[src/rtl/scrf_pkg.sv]
package scrf_pkg;
   localparam int ADDR_W    = 3;
   localparam int PAYLOAD_W = 10;
   localparam int FRAME_W   = ADDR_W + PAYLOAD_W;
   localparam int AUX_W     = 8;
   localparam int CLIP_W    = 4;
   localparam int GAIN_W    = 9;
   localparam int PDN_W     = 4;
   localparam int CLAMP_W   = 10;

   typedef enum logic [ADDR_W-1:0] {
      SEL_AUX   = 3'd0,
      SEL_CLIP  = 3'd1,
      SEL_GAIN  = 3'd2,
      SEL_PDN   = 3'd3,
      SEL_CLAMP = 3'd4
   } sel_e;
endpackage

[src/rtl/scrf_sync.sv]
module scrf_sync #(
   parameter int W = 3,
   parameter int STAGES = 2,
   parameter logic [W-1:0] RST_VAL = '0
) (
   input  logic         clk,
   input  logic         rst_n,
   input  logic [W-1:0] d,
   output logic [W-1:0] q
);
   generate
      if (STAGES < 2) begin : g_bad_stages
         $error("scrf_sync: STAGES must be at least 2");
      end
   endgenerate

   logic [W-1:0] stg [STAGES];

   generate
      for (genvar s = 0; s < STAGES; s++) begin : g_stage
         always_ff @(posedge clk or negedge rst_n) begin
            if (!rst_n) stg[s] <= RST_VAL;
            else if (s == 0) stg[s] <= d;
            else stg[s] <= stg[(s == 0) ? 0 : s-1];
         end
      end
   endgenerate

   assign q = stg[STAGES-1];
endmodule

[src/rtl/scrf_shift.sv]
module scrf_shift
   import scrf_pkg::*;
(
   input  logic               clk,
   input  logic               rst_n,
   input  logic               sclk_s,
   input  logic               sdata_s,
   input  logic               sen_s,
   output logic               frame_vld,
   output logic [FRAME_W-1:0] frame_q
);
   localparam int CNT_MAX = FRAME_W + 1;
   localparam int CNT_W   = $clog2(CNT_MAX + 1);

   logic               sclk_q, sen_q;
   logic [CNT_W-1:0]   cnt;
   logic [FRAME_W-1:0] shreg;
   logic               sclk_rise, sen_fall, sen_rise, take, full;

   assign sclk_rise = sclk_s & ~sclk_q;
   assign sen_fall  = ~sen_s & sen_q;
   assign sen_rise  = sen_s & ~sen_q;
   assign take      = ~sen_s & sclk_rise;
   assign full      = (cnt == CNT_W'(FRAME_W));

   always_ff @(posedge clk or negedge rst_n) begin
      if (!rst_n) begin
         sclk_q    <= 1'b0;
         sen_q     <= 1'b1;
         cnt       <= '0;
         shreg     <= '0;
         frame_vld <= 1'b0;
         frame_q   <= '0;
      end else begin
         sclk_q    <= sclk_s;
         sen_q     <= sen_s;
         frame_vld <= sen_rise & full;
         if (sen_rise && full) frame_q <= shreg;
         if (take) begin
            shreg <= {shreg[FRAME_W-2:0], sdata_s};
            if (sen_fall) cnt <= CNT_W'(1);
            else if (cnt != CNT_W'(CNT_MAX)) cnt <= cnt + 1'b1;
         end else if (sen_fall) begin
            cnt <= '0;
         end
      end
   end

   AST_VLD_ENABLE_HIGH: assert property (@(posedge clk) disable iff (!rst_n)
      frame_vld |-> sen_s);
   AST_VLD_SINGLE_PULSE: assert property (@(posedge clk) disable iff (!rst_n)
      frame_vld |=> !frame_vld);
   AST_CNT_BOUND: assert property (@(posedge clk) disable iff (!rst_n)
      cnt <= CNT_W'(CNT_MAX));
endmodule

[src/rtl/scrf_regs.sv]
module scrf_regs
   import scrf_pkg::*;
(
   input  logic               clk,
   input  logic               rst_n,
   input  logic               frame_vld,
   input  logic [FRAME_W-1:0] frame_q,
   output logic [AUX_W-1:0]   aux_level,
   output logic [CLIP_W-1:0]  clip_level,
   output logic [GAIN_W-1:0]  agc_gain,
   output logic [PDN_W-1:0]   pdn_flags,
   output logic [CLAMP_W-1:0] clamp_ref
);
   logic [ADDR_W-1:0]    sel;
   logic [PAYLOAD_W-1:0] pay;

   assign sel = frame_q[FRAME_W-1 -: ADDR_W];
   assign pay = frame_q[PAYLOAD_W-1:0];

   always_ff @(posedge clk or negedge rst_n) begin
      if (!rst_n) begin
         aux_level  <= '0;
         clip_level <= '0;
         agc_gain   <= '0;
         pdn_flags  <= '0;
         clamp_ref  <= '0;
      end else if (frame_vld) begin
         case (sel)
            SEL_AUX:   aux_level  <= pay[AUX_W-1:0];
            SEL_CLIP:  clip_level <= pay[CLIP_W-1:0];
            SEL_GAIN:  agc_gain   <= pay[GAIN_W-1:0];
            SEL_PDN:   pdn_flags  <= pay[PDN_W-1:0];
            SEL_CLAMP: clamp_ref  <= pay[CLAMP_W-1:0];
            default:   ;
         endcase
      end
   end

   AST_NO_WRITE_WITHOUT_FRAME: assert property (@(posedge clk) disable iff (!rst_n)
      !$past(frame_vld) |-> $stable({aux_level, clip_level, agc_gain, pdn_flags, clamp_ref}));
   AST_HIGH_SEL_IGNORED: assert property (@(posedge clk) disable iff (!rst_n)
      ($past(frame_vld) && $past(sel) > 3'd4)
         |-> $stable({aux_level, clip_level, agc_gain, pdn_flags, clamp_ref}));
   AST_GAIN_ONLY_BY_SEL: assert property (@(posedge clk) disable iff (!rst_n)
      ($past(frame_vld) && $past(sel) != 3'd2) |-> $stable(agc_gain));
endmodule

[src/rtl/ctl_serial_regs.sv]
module ctl_serial_regs
   import scrf_pkg::*;
#(
   parameter int SAMPLE_W    = 10,
   parameter int SYNC_STAGES = 2
) (
   input  logic                clk,
   input  logic                rst_n,
   input  logic                sclk,
   input  logic                sdata,
   input  logic                sen_n,
   input  logic                stdby,
   input  logic                oe_n,
   input  logic [SAMPLE_W-1:0] adc_code,
   output logic [7:0]          aux_level,
   output logic [3:0]          clip_level,
   output logic [8:0]          agc_gain,
   output logic [3:0]          pdn_flags,
   output logic [9:0]          clamp_ref,
   output logic [SAMPLE_W-1:0] sample_out,
   output logic                sample_oe
);
   generate
      if (SAMPLE_W < 1) begin : g_bad_width
         $error("ctl_serial_regs: SAMPLE_W must be positive");
      end
   endgenerate

   logic [2:0]         ser_s;
   logic               frame_vld;
   logic [FRAME_W-1:0] frame_q;

   scrf_sync #(.W(3), .STAGES(SYNC_STAGES), .RST_VAL(3'b100)) u_sync (
      .clk  (clk),
      .rst_n(rst_n),
      .d    ({sen_n, sclk, sdata}),
      .q    (ser_s)
   );

   scrf_shift u_shift (
      .clk      (clk),
      .rst_n    (rst_n),
      .sclk_s   (ser_s[1]),
      .sdata_s  (ser_s[0]),
      .sen_s    (ser_s[2]),
      .frame_vld(frame_vld),
      .frame_q  (frame_q)
   );

   scrf_regs u_regs (
      .clk       (clk),
      .rst_n     (rst_n),
      .frame_vld (frame_vld),
      .frame_q   (frame_q),
      .aux_level (aux_level),
      .clip_level(clip_level),
      .agc_gain  (agc_gain),
      .pdn_flags (pdn_flags),
      .clamp_ref (clamp_ref)
   );

   always_ff @(posedge clk or negedge rst_n) begin
      if (!rst_n) sample_out <= '0;
      else        sample_out <= stdby ? '0 : adc_code;
   end

   assign sample_oe = ~oe_n;

   AST_STANDBY_ZERO: assert property (@(posedge clk) disable iff (!rst_n)
      $past(stdby) |-> (sample_out == '0));
   AST_SAMPLE_FOLLOWS: assert property (@(posedge clk) disable iff (!rst_n)
      !$past(stdby) |-> (sample_out == $past(adc_code)));
endmodule

[config.mk]
export PLATFORM = sky130hd
export DESIGN_NAME = ctl_serial_regs
export DESIGN_NICKNAME = d
export VERILOG_FILES = /design/src/rtl/scrf_pkg.sv /design/src/rtl/scrf_sync.sv /design/src/rtl/scrf_shift.sv /design/src/rtl/scrf_regs.sv /design/src/rtl/ctl_serial_regs.sv
export SDC_FILE = /design/constraint.sdc
export NUM_CORES = 1
export LEC_CHECK = 0
export BUFFER_PORTS_ARGS = -buffer_cell sky130_fd_sc_hd__buf_4
export CORE_MARGIN = 5
export CORE_UTILIZATION = 58
export CTS_CLUSTER_SIZE = 40
export DETAILED_ROUTE_END_ITERATION = 8
export PLACE_DENSITY = 0.86
export SYNTH_ARGS = -nofsm -noshare
export SYNTH_HDL_FRONTEND = slang
export SYNTH_SLANG_ARGS = --single-unit
[constraint.sdc]
create_clock -name clk -period 3.7 [get_ports clk]
set_input_delay 0.37 -clock clk [delete_from_list [all_inputs] [get_ports clk]]
set_output_delay 0.37 -clock clk [all_outputs]
set_load 0.05 [all_outputs]
==> key figures, run 1 <==
Logic synthesis
  • Post-synthesis instance area: 3220 um^2
  • Number of nets in the synthesized netlist: 218
  • Most area-hungry cell type in the Yosys netlist: dfrtp_1
  • Distinct cell type count of the synthesized netlist: 28
  • Flip-flop and latch count after synthesis: 84
  • Top cell type's share of synthesized area: 63.0%
  • Sequential element share of the synthesized area: 65.4%
  • Synthesized instance count: 198
  • Cell types occupying the most area after synthesis: dfrtp_1 (63%), mux2_2 (18%), mux2_4 (4.2%), dfstp_2 (2.4%), nor2b_1 (1.9%)
  • Total of warnings raised by yosys: 0
  • Mean Syn Cell Area: 16.3 um^2

Power and ir drop
  • Combinational fraction of design power: 9.8%
  • Switching part of the total: 26.1%
  • Part of the power in registers: 58.5%
  • Internal power: 1350 uW
  • Maximum VDD drop: 0.000409 V
  • Part of the total power dissipated in the clock network: 31.7%
  • Psw: 477 uW
  • Power Dens Cells: 467 nW/um^2
  • Leakage power summed over all cells: 0.00203 uW
  • Design Power: 1830 uW

Setup path
  • Data arrival time at the worst-slack endpoint: 2.18 ns
  • Max incr delay on CP: 0.95 ns
  • Cells along the critical path: nor4bb_2 > mux2_2
  • CP startpoint kind: flop
  • Highest fanout seen on the critical path: 9
  • Critical Path End Type: flop
  • Required time at the worst-slack endpoint: 3.92 ns
  • Crit path kind: flop to flop
  • Highest-delay cell along the critical path: nor4bb_2

Global route
  • First-pass GRT wire length: 9250 um
  • GR Overflow Total: 0
  • Largest net degree at the start of global routing: 85
  • Number of global-route vias before repair: 1892
  • Total track usage: 16.3%
  • Initial antenna violation count: 0

Layout
  • Layout cells sized above 1: 55.7%
  • Final net count: 286
  • Area delta synth->final: 21.6%
  • Antenna Cells: 0
  • Filler cell count in the final layout: 344
  • Most common library cell in the layout ignoring fill and taps: dfrtp_1
  • Commonest cells after routing, fill and taps aside: dfrtp_1 (81), buf_4 (63), mux2_2 (52)

Clocking
  • Clock Root Buffer: clkbuf_8
  • Clock Pin Slew Worst Setup and Hold Paths: 0.08 ns
  • Number of sinks on the clock net: 84
  • Clock latency reported for the late side of the worst-skew pair: 0.34 ns
  • CTS tree: yes
  • Total clock buffers created by CTS: 9
  • Deepest clock path buffer count: 2
  • Post-CTS setup buffer count: 0
  • Total of hold buffers inserted after clock tree synthesis: 0
  • Total number of H-tree levels: 3
  • Post-cts resize count: 0

Drt
  • Detailed Routing Iterations Pass 1: 4
  • Wire length reported by the detailed router: 5420 um
  • Post-DR wirelength/cell: 15.8 um
  • Via count of the routed design: 1835
  • Number of remaining DRC errors: 0
  • DR vias/cell: 5.35
  • Starting DRC count in detailed routing: 80
  • Residual antenna-violating net count after detailed routing: 0

STA
  • Max-slew violation count: 0
  • Tmin final: 1.96 ns
  • Final hold violations: 0
  • Post-route setup TNS: 0 ns
  • Upper clock frequency limit: 511 MHz
  • Worst Max-Slew Pin Slew: 1.06 ns
  • Slew margin rel.: 28.2%
  • Post-Route Skew: 0.00882 ns
  • Period Utilization, post-route: 52.9%
  • Setup violations, final: 0
  • Setup repair after global routing missed its margin: false

Placed design
  • Dpl hpwl: 3610 um
  • Global placement routability congestion: 0.704
  • Count of buffers inserted at the top-level ports: 62

Floorplan
  • Initial cell density of the core: 59.2%
  • Area of the core: 5440 um^2
  • Row cnt: 27
  • Horizontal extent of the die: 84.5 um
  • Die height: 84.5 um
  • Floorplan die area: 7140 um^2
  • Top Ports: 63

Worst hold path
  • Worst hold path class: input pin to flop

Run status
  • Result of the run: completed

Job
  • Number of max-cap violations: 0
[path summary, 6_finish.rpt]
path / cells past startpoint / slack [ns] / to / startpoint
worst max-delay path: 2 / 1.74 / u_regs.agc_gain[5] / u_shift.frame_q[10]
max in group asynchronous: 1 / 2.85 / u_regs.clamp_ref[8] / rst_n
worst min register to register: 0 / 0.36 / u_sync.q[2] / u_sync.stg[5]
worst min-delay path: 1 / 0.13 / u_sync.stg[5] / sen_n
min in group asynchronous: 1 / 0.20 / u_regs.pdn_flags[2] / rst_n
worst max register to register: 2 / 1.74 / u_regs.agc_gain[5] / u_shift.frame_q[10]
[metrics by stage]
step | cells | hold slack (ns) | util, % | worst slack [ns] | area (um^2)
floorplan | 198 | 0.0744 | - | 1.88 | 3220
global placement | 327 | 0.332 | 68.7 | 1.81 | 3740
detailed placement | 327 | 0.347 | 68.7 | 1.74 | 3740
CTS | 343 | 0.113 | 72.0 | 1.70 | 3910
global route | 343 | 0.101 | 72.0 | 1.59 | 3910
finish | 343 | 0.133 | 72.0 | 1.74 | 3910
[power groups by stage]
stage	sequential (uW)	clock (uW)	combinational, uW
floorplan	1080	0	104
global placement	1080	0	172
detailed placement	1090	0	181
CTS	1070	594	183
global route	1080	639	201
finish	1070	580	180
[metal layers]
| layer | global-route usage [%] | wire length, um | share of wire (%) |
|---|---|---|---|
| met2 | 26.7 | 2690 | 50 |
| met5 | 0 | 0 | 0 |
| met3 | 5.89 | 354 | 6.5 |
| met1 | 20.8 | 2330 | 43 |
| met4 | 3.88 | 38 | 0.70 |
[critical path: cells and delay by family (launching register included)]
family | cells | cell delay [ns]
muxes | 1 | 0.43
and+or+nand+nor | 1 | 0.95
DFF | 1 | 0.46
[layout make-up]
cell class | count | area, um^2 | share of cell area, %
sequential | 84 | 2110 | 53.8
multi-input combinational | 99 | 1030 | 26.4
timing repair buffer | 63 | 473 | 12.1
clock buffer | 11 | 141 | 3.61
tap | 72 | 90.1 | 2.30
clock inverter | 5 | 36.3 | 0.927
inverter | 9 | 33.8 | 0.863
[cells in the mapped netlist, drive strengths merged]
cell type / n
a21oi: 2
a221o: 1
a311o: 2
and3: 1
and4bb: 1
buf: 6
dfrtp: 81
dfstp: 3
ha: 3
inv: 9
mux2: 61
nand2: 3
nand3: 2
nand4: 2
nand4b: 1
nor2b: 10
nor3: 1
nor3b: 1
nor4b: 1
nor4bb: 2
o21ai: 1
o311a: 1
o311ai: 1
o32ai: 1
or4: 1
[state kept, by name, indices dropped and copies added (netlist names)]
| name | cells |
|---|---|
| u_sync.stg | 3 |
| u_regs.clip_level | 4 |
| u_shift.frame_vld | 1 |
| u_shift.sclk_q | 1 |
| u_sync.q | 3 |
| u_regs.agc_gain | 9 |
| u_shift.shreg | 13 |
| u_shift.sen_q | 1 |
| u_shift.frame_q | 13 |
| sample_out | 10 |
| u_regs.pdn_flags | 4 |
| u_regs.aux_level | 8 |
| u_regs.clamp_ref | 10 |
| u_shift.cnt | 4 |
[kinds of logic after synthesis]
| family | count (synthesis) | share of synthesized area (%) |
|---|---|---|
| AOI/OAI and AO/OA | 9 | 2.37 |
| adders and majority gates | 3 | 1.17 |
| and+or+nand+nor | 26 | 5.83 |
| buffers and inverters | 15 | 2.84 |
| muxes | 61 | 22.4 |
| DFF | 84 | 65.4 |
No activity file was read; power rests on OpenSTA's default activity.
==> run 2: changes to the inputs <==
--- a/config.mk
+++ b/config.mk
@@ -7,10 +7,10 @@
 export LEC_CHECK = 0
 export BUFFER_PORTS_ARGS = -buffer_cell sky130_fd_sc_hd__buf_4
 export CORE_MARGIN = 5
-export CORE_UTILIZATION = 58
+export CORE_UTILIZATION = 54
 export CTS_CLUSTER_SIZE = 40
 export DETAILED_ROUTE_END_ITERATION = 8
-export PLACE_DENSITY = 0.86
+export PLACE_DENSITY = 0.81
 export SYNTH_ARGS = -nofsm -noshare
 export SYNTH_HDL_FRONTEND = slang
 export SYNTH_SLANG_ARGS = --single-unit
==> constraint.sdc (replaced) <==
create_clock -name clk -period 1.88 [get_ports clk]
set_input_delay 0.188 -clock clk [delete_from_list [all_inputs] [get_ports clk]]
set_output_delay 0.188 -clock clk [all_outputs]
set_load 0.05 [all_outputs]
==> run 2 against run 1 <==
  * Setup slack got worse by 1.6 ns
  * Clock power increased by 120%
  * Flip-flop and latch count unchanged
  * Count of clock-buffer cells in the layout decreased by 1
  * Non-clock buffer count increased by 13
  * Wire length increased by 6.9%
  * Register-to-register slack got worse by 1.6 ns
  * First-iteration DRC count decreased by 16%
==> key figures, run 2 (synthesized netlist as in run 1, its figures left out) <==
Run status
  • Result of the run: completed

STA
  • Worst Max-Slew Pin Slew: 0.589 ns (-0.473 ns)
  • Period Utilization, post-route: 93.7% (+41 points)
  • Slew margin rel.: 60.2% (+32 points)
  • Setup violations, final: 0 (unchanged)
  • Setup repair after global routing missed its margin: false
  • Final-layout worst hold slack: 0.0528 ns (-0.0798 ns)
  • Final setup slack of the worst path: 0.118 ns (-1.62 ns)
  • Upper clock frequency limit: 568 MHz (+11%)
  • Max-slew violation count: 0 (unchanged)
  • Final hold violations: 0 (unchanged)
  • Tmin final: 1.76 ns (-0.197 ns)
  • Post-route setup TNS: 0 ns (unchanged)
  • Post-Route Skew: 0.0124 ns (+0.00357 ns)

Clocking
  • Clock Pin Slew Worst Setup and Hold Paths: 0.08 ns (about the same)
  • Total number of H-tree levels: 3 (unchanged)
  • CTS tree: yes
  • Clock Root Buffer: clkbuf_8
  • Post-cts resize count: 0 (unchanged)
  • Total clock buffers created by CTS: 9 (unchanged)
  • Number of sinks on the clock net: 84 (unchanged)
  • Clock latency reported for the late side of the worst-skew pair: 0.35 ns (about the same)
  • Deepest clock path buffer count: 2 (unchanged)

Drt
  • Uppermost layer routed: met4
  • Detailed Routing Iterations Pass 1: 4 (unchanged)
  • Post-DR wirelength/cell: 16.1 um (+2.2%)
  • Number of remaining DRC errors: 0 (unchanged)
  • Wire length reported by the detailed router: 5790 um (+6.9%)
  • Routed met2 length: 2980 um (+11%)
  • DR vias/cell: 5.23 (-2.2%)
  • Starting DRC count in detailed routing: 67 (-16%)
  • Wl on met1: 2380 um (+1.9%)
  • Residual antenna-violating net count after detailed routing: 0 (unchanged)
  • Via count of the routed design: 1878 (+2.3%)
  • Routed met3 length: 380 um (+7.3%)

Floorplan
  • Row cnt: 28 (+3.7%)
  • Horizontal extent of the die: 87.2 um (+3.2%)
  • Area of the core: 5850 um^2 (+7.6%)
  • Floorplan die area: 7610 um^2 (+6.5%)
  • Top Ports: 63 (unchanged)
  • Initial cell density of the core: 55.0% (-4.2 points)
  • Die height: 87.2 um (+3.2%)

Power and ir drop
  • Power Dens Cells: 922 nW/um^2 (+97%)
  • Leakage power summed over all cells: 0.00211 uW (+3.9%)
  • Maximum VDD drop: 0.000700 V (+71%)

Job
  • Number of max-cap violations: 0 (unchanged)

Setup path
  • Cells along the critical path: inv_1 > ha_1 > inv_1 > or4_4 > mux2_4
  • CP startpoint kind: flop
  • Critical register-to-register path startpoint: u_shift.cnt[1]
  • Highest-delay cell along the critical path: or4_4
  • Reg2reg end: u_shift.frame_q[7]
  • Crit path kind: flop to flop
  • FF-to-FF setup slack: 0.12 ns (-1.62 ns)
  • Max incr delay on CP: 0.66 ns (-0.29 ns)
  • Highest fanout seen on the critical path: 14 (+5)
  • Data arrival time at the worst-slack endpoint: 2.00 ns (-0.18 ns)
  • Number of cells on the worst reg-to-reg path: 5 (+3)
  • Critical Path End Type: flop
  • Required time at the worst-slack endpoint: 2.11 ns (-1.81 ns)
  • Most frequent CP cell: inv_1

Worst hold path
  • Hold worst-path end: sample_out[6]
  • Worst Hold Depth: 2 (+1)
  • Hold Path Origin: adc_code[6]
  • Worst hold path class: input pin to flop

Layout
  • Antenna Cells: 0 (unchanged)
  • Commonest cells after routing, fill and taps aside: dfrtp_1 (81), buf_4 (71), mux2_2 (52)
  • Area delta synth->final: 25.8%
  • Filler cell count in the final layout: 418 (+22%)
  • Final net count: 299 (+4.5%)
  • Largest registers: u_shift.frame_q (13), u_shift.shreg (13)
  • Layout cells sized above 1: 56.3% (+0.62 points)
  • Final design instance area without fill: 4050 um^2 (+3.5%)
  • Most common library cell in the layout ignoring fill and taps: dfrtp_1
  • Core occupancy in the finished layout: 69.2% (-2.7 points)

Global route
  • Largest net degree at the start of global routing: 41 (-52%)
  • First-pass GRT wire length: 9690 um (+4.7%)
  • Number of global-route vias before repair: 2049 (+8.3%)
  • Initial antenna violation count: 0 (unchanged)
  • GR Overflow Total: 0 (unchanged)
  • Total track usage: 16.8% (+0.49 points)

Placed design
  • Worst Setup Slack post-DPL: 0.131 ns (-1.61 ns)
  • Dpl hpwl: 4090 um (+13%)
  • Count of buffers inserted at the top-level ports: 62 (unchanged)
  • Global placement routability congestion: 0.764 (+8.5%)
  • Cell area after placement: 3820 um^2 (+2.2%)
run 2: cell types whose count changed in the layout (fill, tap and decap cells not counted), sizes merged:
cell / previous run / this run
bufinv: 0 / 1
dlygate4sd3: 0 / 4
clkinvlp: 3 / 2
clkinv: 1 / 2
clkbuf: 11 / 10
buf: 63 / 72
run 2: worst max-delay path by stage:
stage	startpoint	endpoint	slack, ns	cells past startpoint
after floorplan	u_shift.cnt[1]	u_shift.frame_q[10]	0.06	7
after global placement	u_shift.cnt[1]	u_shift.frame_q[6]	0.17	5
after detailed placement	u_shift.cnt[1]	u_shift.frame_q[10]	0.13	5
after CTS	u_shift.cnt[1]	u_shift.frame_q[7]	0.12	5
after global routing	u_shift.cnt[1]	u_shift.frame_q[4]	0.03	5
final	u_shift.cnt[1]	u_shift.frame_q[7]	0.12	5
run 2: final cells by class:
cell class                 instances  area [um^2]  area share [%]
multi-input combinational         99         1030            25.5
sequential                        84         2110            52.0
timing repair buffer              76          593            14.6
clock inverter                     6         63.8            1.58
tap                               75         93.8            2.32
clock buffer                      10          128            3.15
inverter                           9         33.8           0.834
run 2: per-stage QoR:
| step | std cells | power [uW] |
|---|---|---|
| final | 359 | 3730 |
| after global routing | 359 | 3910 |
| after CTS | 359 | 3780 |
| after detailed placement | 339 | 2520 |
| after global placement | 339 | 2490 |
| after floorplan | 198 | 2340 |
run 2: per-layer routing:
metal  GRT usage [%]  vias up
met2            29.8       62
met3            5.49        8
li1                -      863
met1            18.7      945
met4            6.14        0
met5               0        -
run 2: timing repair:
item                                   CTS  global route
endpoints found under the hold margin   39             0
setup endpoints to repair                0             0
hold buffers                             4             0
buffers inserted                         0             0
run 2: report_power, final:
part	leakage (uW)	switching [uW]	total, uW	internal [uW]
Combinational	0.000896	186	390	204
Clock	0.0000927	633	1250	614
Sequential	0.00112	138	2100	1960
Total	0.00211	956	3730	2780
run 2: critical path, delay by kind of cell (launching register included):
| kind | cells | cell delay [ns] |
|---|---|---|
| fa+ha+maj | 1 | 0.14 |
| buf+inv | 2 | 0.12 |
| flops | 1 | 0.38 |
| mux | 1 | 0.34 |
| simple gates | 1 | 0.66 |
==> run 3: changes to the inputs <==
--- a/config.mk
+++ b/config.mk
@@ -6,8 +6,10 @@
 export NUM_CORES = 1
 export LEC_CHECK = 0
 export BUFFER_PORTS_ARGS = -buffer_cell sky130_fd_sc_hd__buf_4
+export CELL_PAD_IN_SITES_DETAIL_PLACEMENT = 1
+export CELL_PAD_IN_SITES_GLOBAL_PLACEMENT = 2
 export CORE_MARGIN = 5
-export CORE_UTILIZATION = 54
+export CORE_UTILIZATION = 38
 export CTS_CLUSTER_SIZE = 40
 export DETAILED_ROUTE_END_ITERATION = 8
 export PLACE_DENSITY = 0.81
==> run 3 against run 2 <==
  * Critical path depth stayed put
  * Sequential share of layout area decreased by 0.62 points
  * Non-clock buffer count stayed put
  * Setup slack about the same
  * Combinational power about the same
  * Utilization decreased by 19 points
  * Register-to-register slack about the same
  * Via count is 0.59% lower
  * Count of clock-buffer cells in the layout increased by 1
  * Sequential power about the same
  * Maximum frequency barely moved
  * Power rose by 1.1%
  * Largest cell class unchanged
==> key figures, run 3 (synthesized netlist as in run 1, its figures left out) <==
Run status
  • Result of the run: completed

Worst hold path
  • Hold worst-path end: sample_out[2]
  • Worst Hold Depth: 2 (unchanged)
  • Worst hold path class: input pin to flop
  • Hold Path Origin: adc_code[2]

STA
  • Final-layout worst hold slack: 0.0546 ns (+0.00177 ns)
  • Post-Route Skew: 0.0126 ns (+0.000212 ns)
  • Slew margin rel.: 71.1% (+11 points)
  • Tmin final: 1.76 ns (+0.000159 ns)
  • Post-route setup TNS: 0 ns (unchanged)
  • Period Utilization, post-route: 93.7% (about the same)
  • Setup violations, final: 0 (unchanged)
  • Max-slew violation count: 0 (unchanged)
  • Upper clock frequency limit: 568 MHz (about the same)
  • Worst Max-Slew Pin Slew: 0.433 ns (-0.156 ns)
  • Setup repair after global routing missed its margin: false
  • Final hold violations: 0 (unchanged)

Clocking
  • Clock Root Buffer: clkbuf_8
  • Total clock buffers created by CTS: 9 (unchanged)
  • Total number of H-tree levels: 3 (unchanged)
  • Total of hold buffers inserted after clock tree synthesis: 4 (unchanged)
  • CTS tree: yes
  • Deepest clock path buffer count: 2 (unchanged)
  • Number of sinks on the clock net: 84 (unchanged)
  • Clock Pin Slew Worst Setup and Hold Paths: 0.08 ns (about the same)
  • Post-CTS setup buffer count: 0 (unchanged)
  • Post-cts resize count: 0 (unchanged)
  • Clock latency reported for the late side of the worst-skew pair: 0.35 ns (about the same)

Floorplan
  • Area of the core: 8220 um^2 (+40%)
  • Floorplan die area: 10400 um^2 (+37%)
  • Top Ports: 63 (unchanged)
  • Die height: 102 um (+17%)
  • Row cnt: 33 (+18%)
  • Horizontal extent of the die: 102 um (+17%)
  • Initial cell density of the core: 39.2% (-16 points)

Layout
  • Area delta synth->final: 27.4%
  • Most common library cell in the layout ignoring fill and taps: dfrtp_1
  • Final net count: 299 (unchanged)
  • Layout cells sized above 1: 56.3% (unchanged)
  • Antenna Cells: 0 (unchanged)
  • Largest registers: u_shift.frame_q (13), u_shift.shreg (13)
  • Commonest cells after routing, fill and taps aside: dfrtp_1 (81), buf_4 (71), mux2_2 (52)

Setup path
  • Crit path kind: flop to flop
  • Highest fanout seen on the critical path: 14 (unchanged)
  • Critical Path End Type: flop
  • Reg2reg end: u_shift.frame_q[4]
  • CP startpoint kind: flop
  • FF-to-FF setup slack: 0.12 ns (about the same)
  • Critical register-to-register path startpoint: u_shift.cnt[1]
  • Required time at the worst-slack endpoint: 2.11 ns (about the same)
  • Number of cells on the worst reg-to-reg path: 5 (unchanged)
  • Data arrival time at the worst-slack endpoint: 1.99 ns (about the same)

Placed design
  • Dpl hpwl: 4230 um (+3.5%)
  • Count of buffers inserted at the top-level ports: 62 (unchanged)
  • Global placement routability congestion: 0.772 (+1.0%)

Drt
  • DR vias/cell: 4.80 (-8.3%)
  • Residual antenna-violating net count after detailed routing: 0 (unchanged)
  • Via count of the routed design: 1867 (-0.59%)
  • Detailed Routing Iterations Pass 1: 3 (-1)
  • Starting DRC count in detailed routing: 42 (-37%)
  • Post-DR wirelength/cell: 15.8 um (-2.1%)
  • Number of remaining DRC errors: 0 (unchanged)
  • Wire length reported by the detailed router: 6150 um (+6.1%)

Global route
  • Total track usage: 12.7% (-4.0 points)
  • GR Overflow Total: 0 (unchanged)
  • First-pass GRT wire length: 10100 um (+4.1%)
  • Number of global-route vias before repair: 2002 (-2.3%)
  • Largest net degree at the start of global routing: 34 (-17%)
  • Initial antenna violation count: 0 (unchanged)

Job
  • Number of max-cap violations: 0 (unchanged)

Power and ir drop
  • Maximum VDD drop: 0.000543 V (-23%)
  • Leakage power summed over all cells: 0.00212 uW (+0.51%)
  • Power Dens Cells: 921 nW/um^2 (-0.12%)
  • Design Power: 3780 uW (+1.1%)
## run 3: how the worst max path moves through the flow
stage,end,from,slack (ns),cells past startpoint
final,u_shift.frame_q[4],u_shift.cnt[1],0.12,5
after global routing,u_shift.frame_q[10],u_shift.cnt[1],0.01,5
after CTS,u_shift.frame_q[4],u_shift.cnt[1],0.09,5
after detailed placement,u_shift.frame_q[6],u_shift.cnt[1],0.10,5
after global placement,u_shift.frame_q[7],u_shift.cnt[1],0.17,5
after floorplan,u_shift.frame_q[10],u_shift.cnt[1],0.06,7
## run 3: layout make-up
class | count | area [um^2]
multi-input cells | 99 | 1030
flip-flops and latches | 84 | 2110
clock buffers | 11 | 141
repair buffers | 76 | 593
inverters | 9 | 33.8
fillers | 823 | 4120
clock inverters | 5 | 61.3
well taps | 105 | 131
## run 3: metrics by stage
stage	cells	cell area (um^2)	setup slack, ns	utilization (%)
floorplan	198	3220	0.0586	-
global placement	369	3860	0.169	46.9
detailed placement	369	3860	0.102	46.9
CTS	389	4100	0.0874	49.9
global route	389	4100	0.0134	49.9
finish	389	4100	0.118	49.9
## run 3: layer usage
metal	GRT usage [%]	part of all wire [%]
met4	5.75	1.0
met5	0	0
met3	3.00	5.7
met1	15.4	42
met2	21.6	51
## run 3: critical path: stages (launching register included)
cell and delay, ns:
dfrtp_1 0.38, inv_1 0.08, ha_1 0.15, inv_1 0.04
or4_4 0.65, mux2_4 0.34
## run 3: report_power, final
part	total, uW	switching [uW]	internal [uW]	leakage, uW
logic	392	187	204	0.000896
clock network	1290	631	656	0.000103
registers	2100	136	1960	0.00112
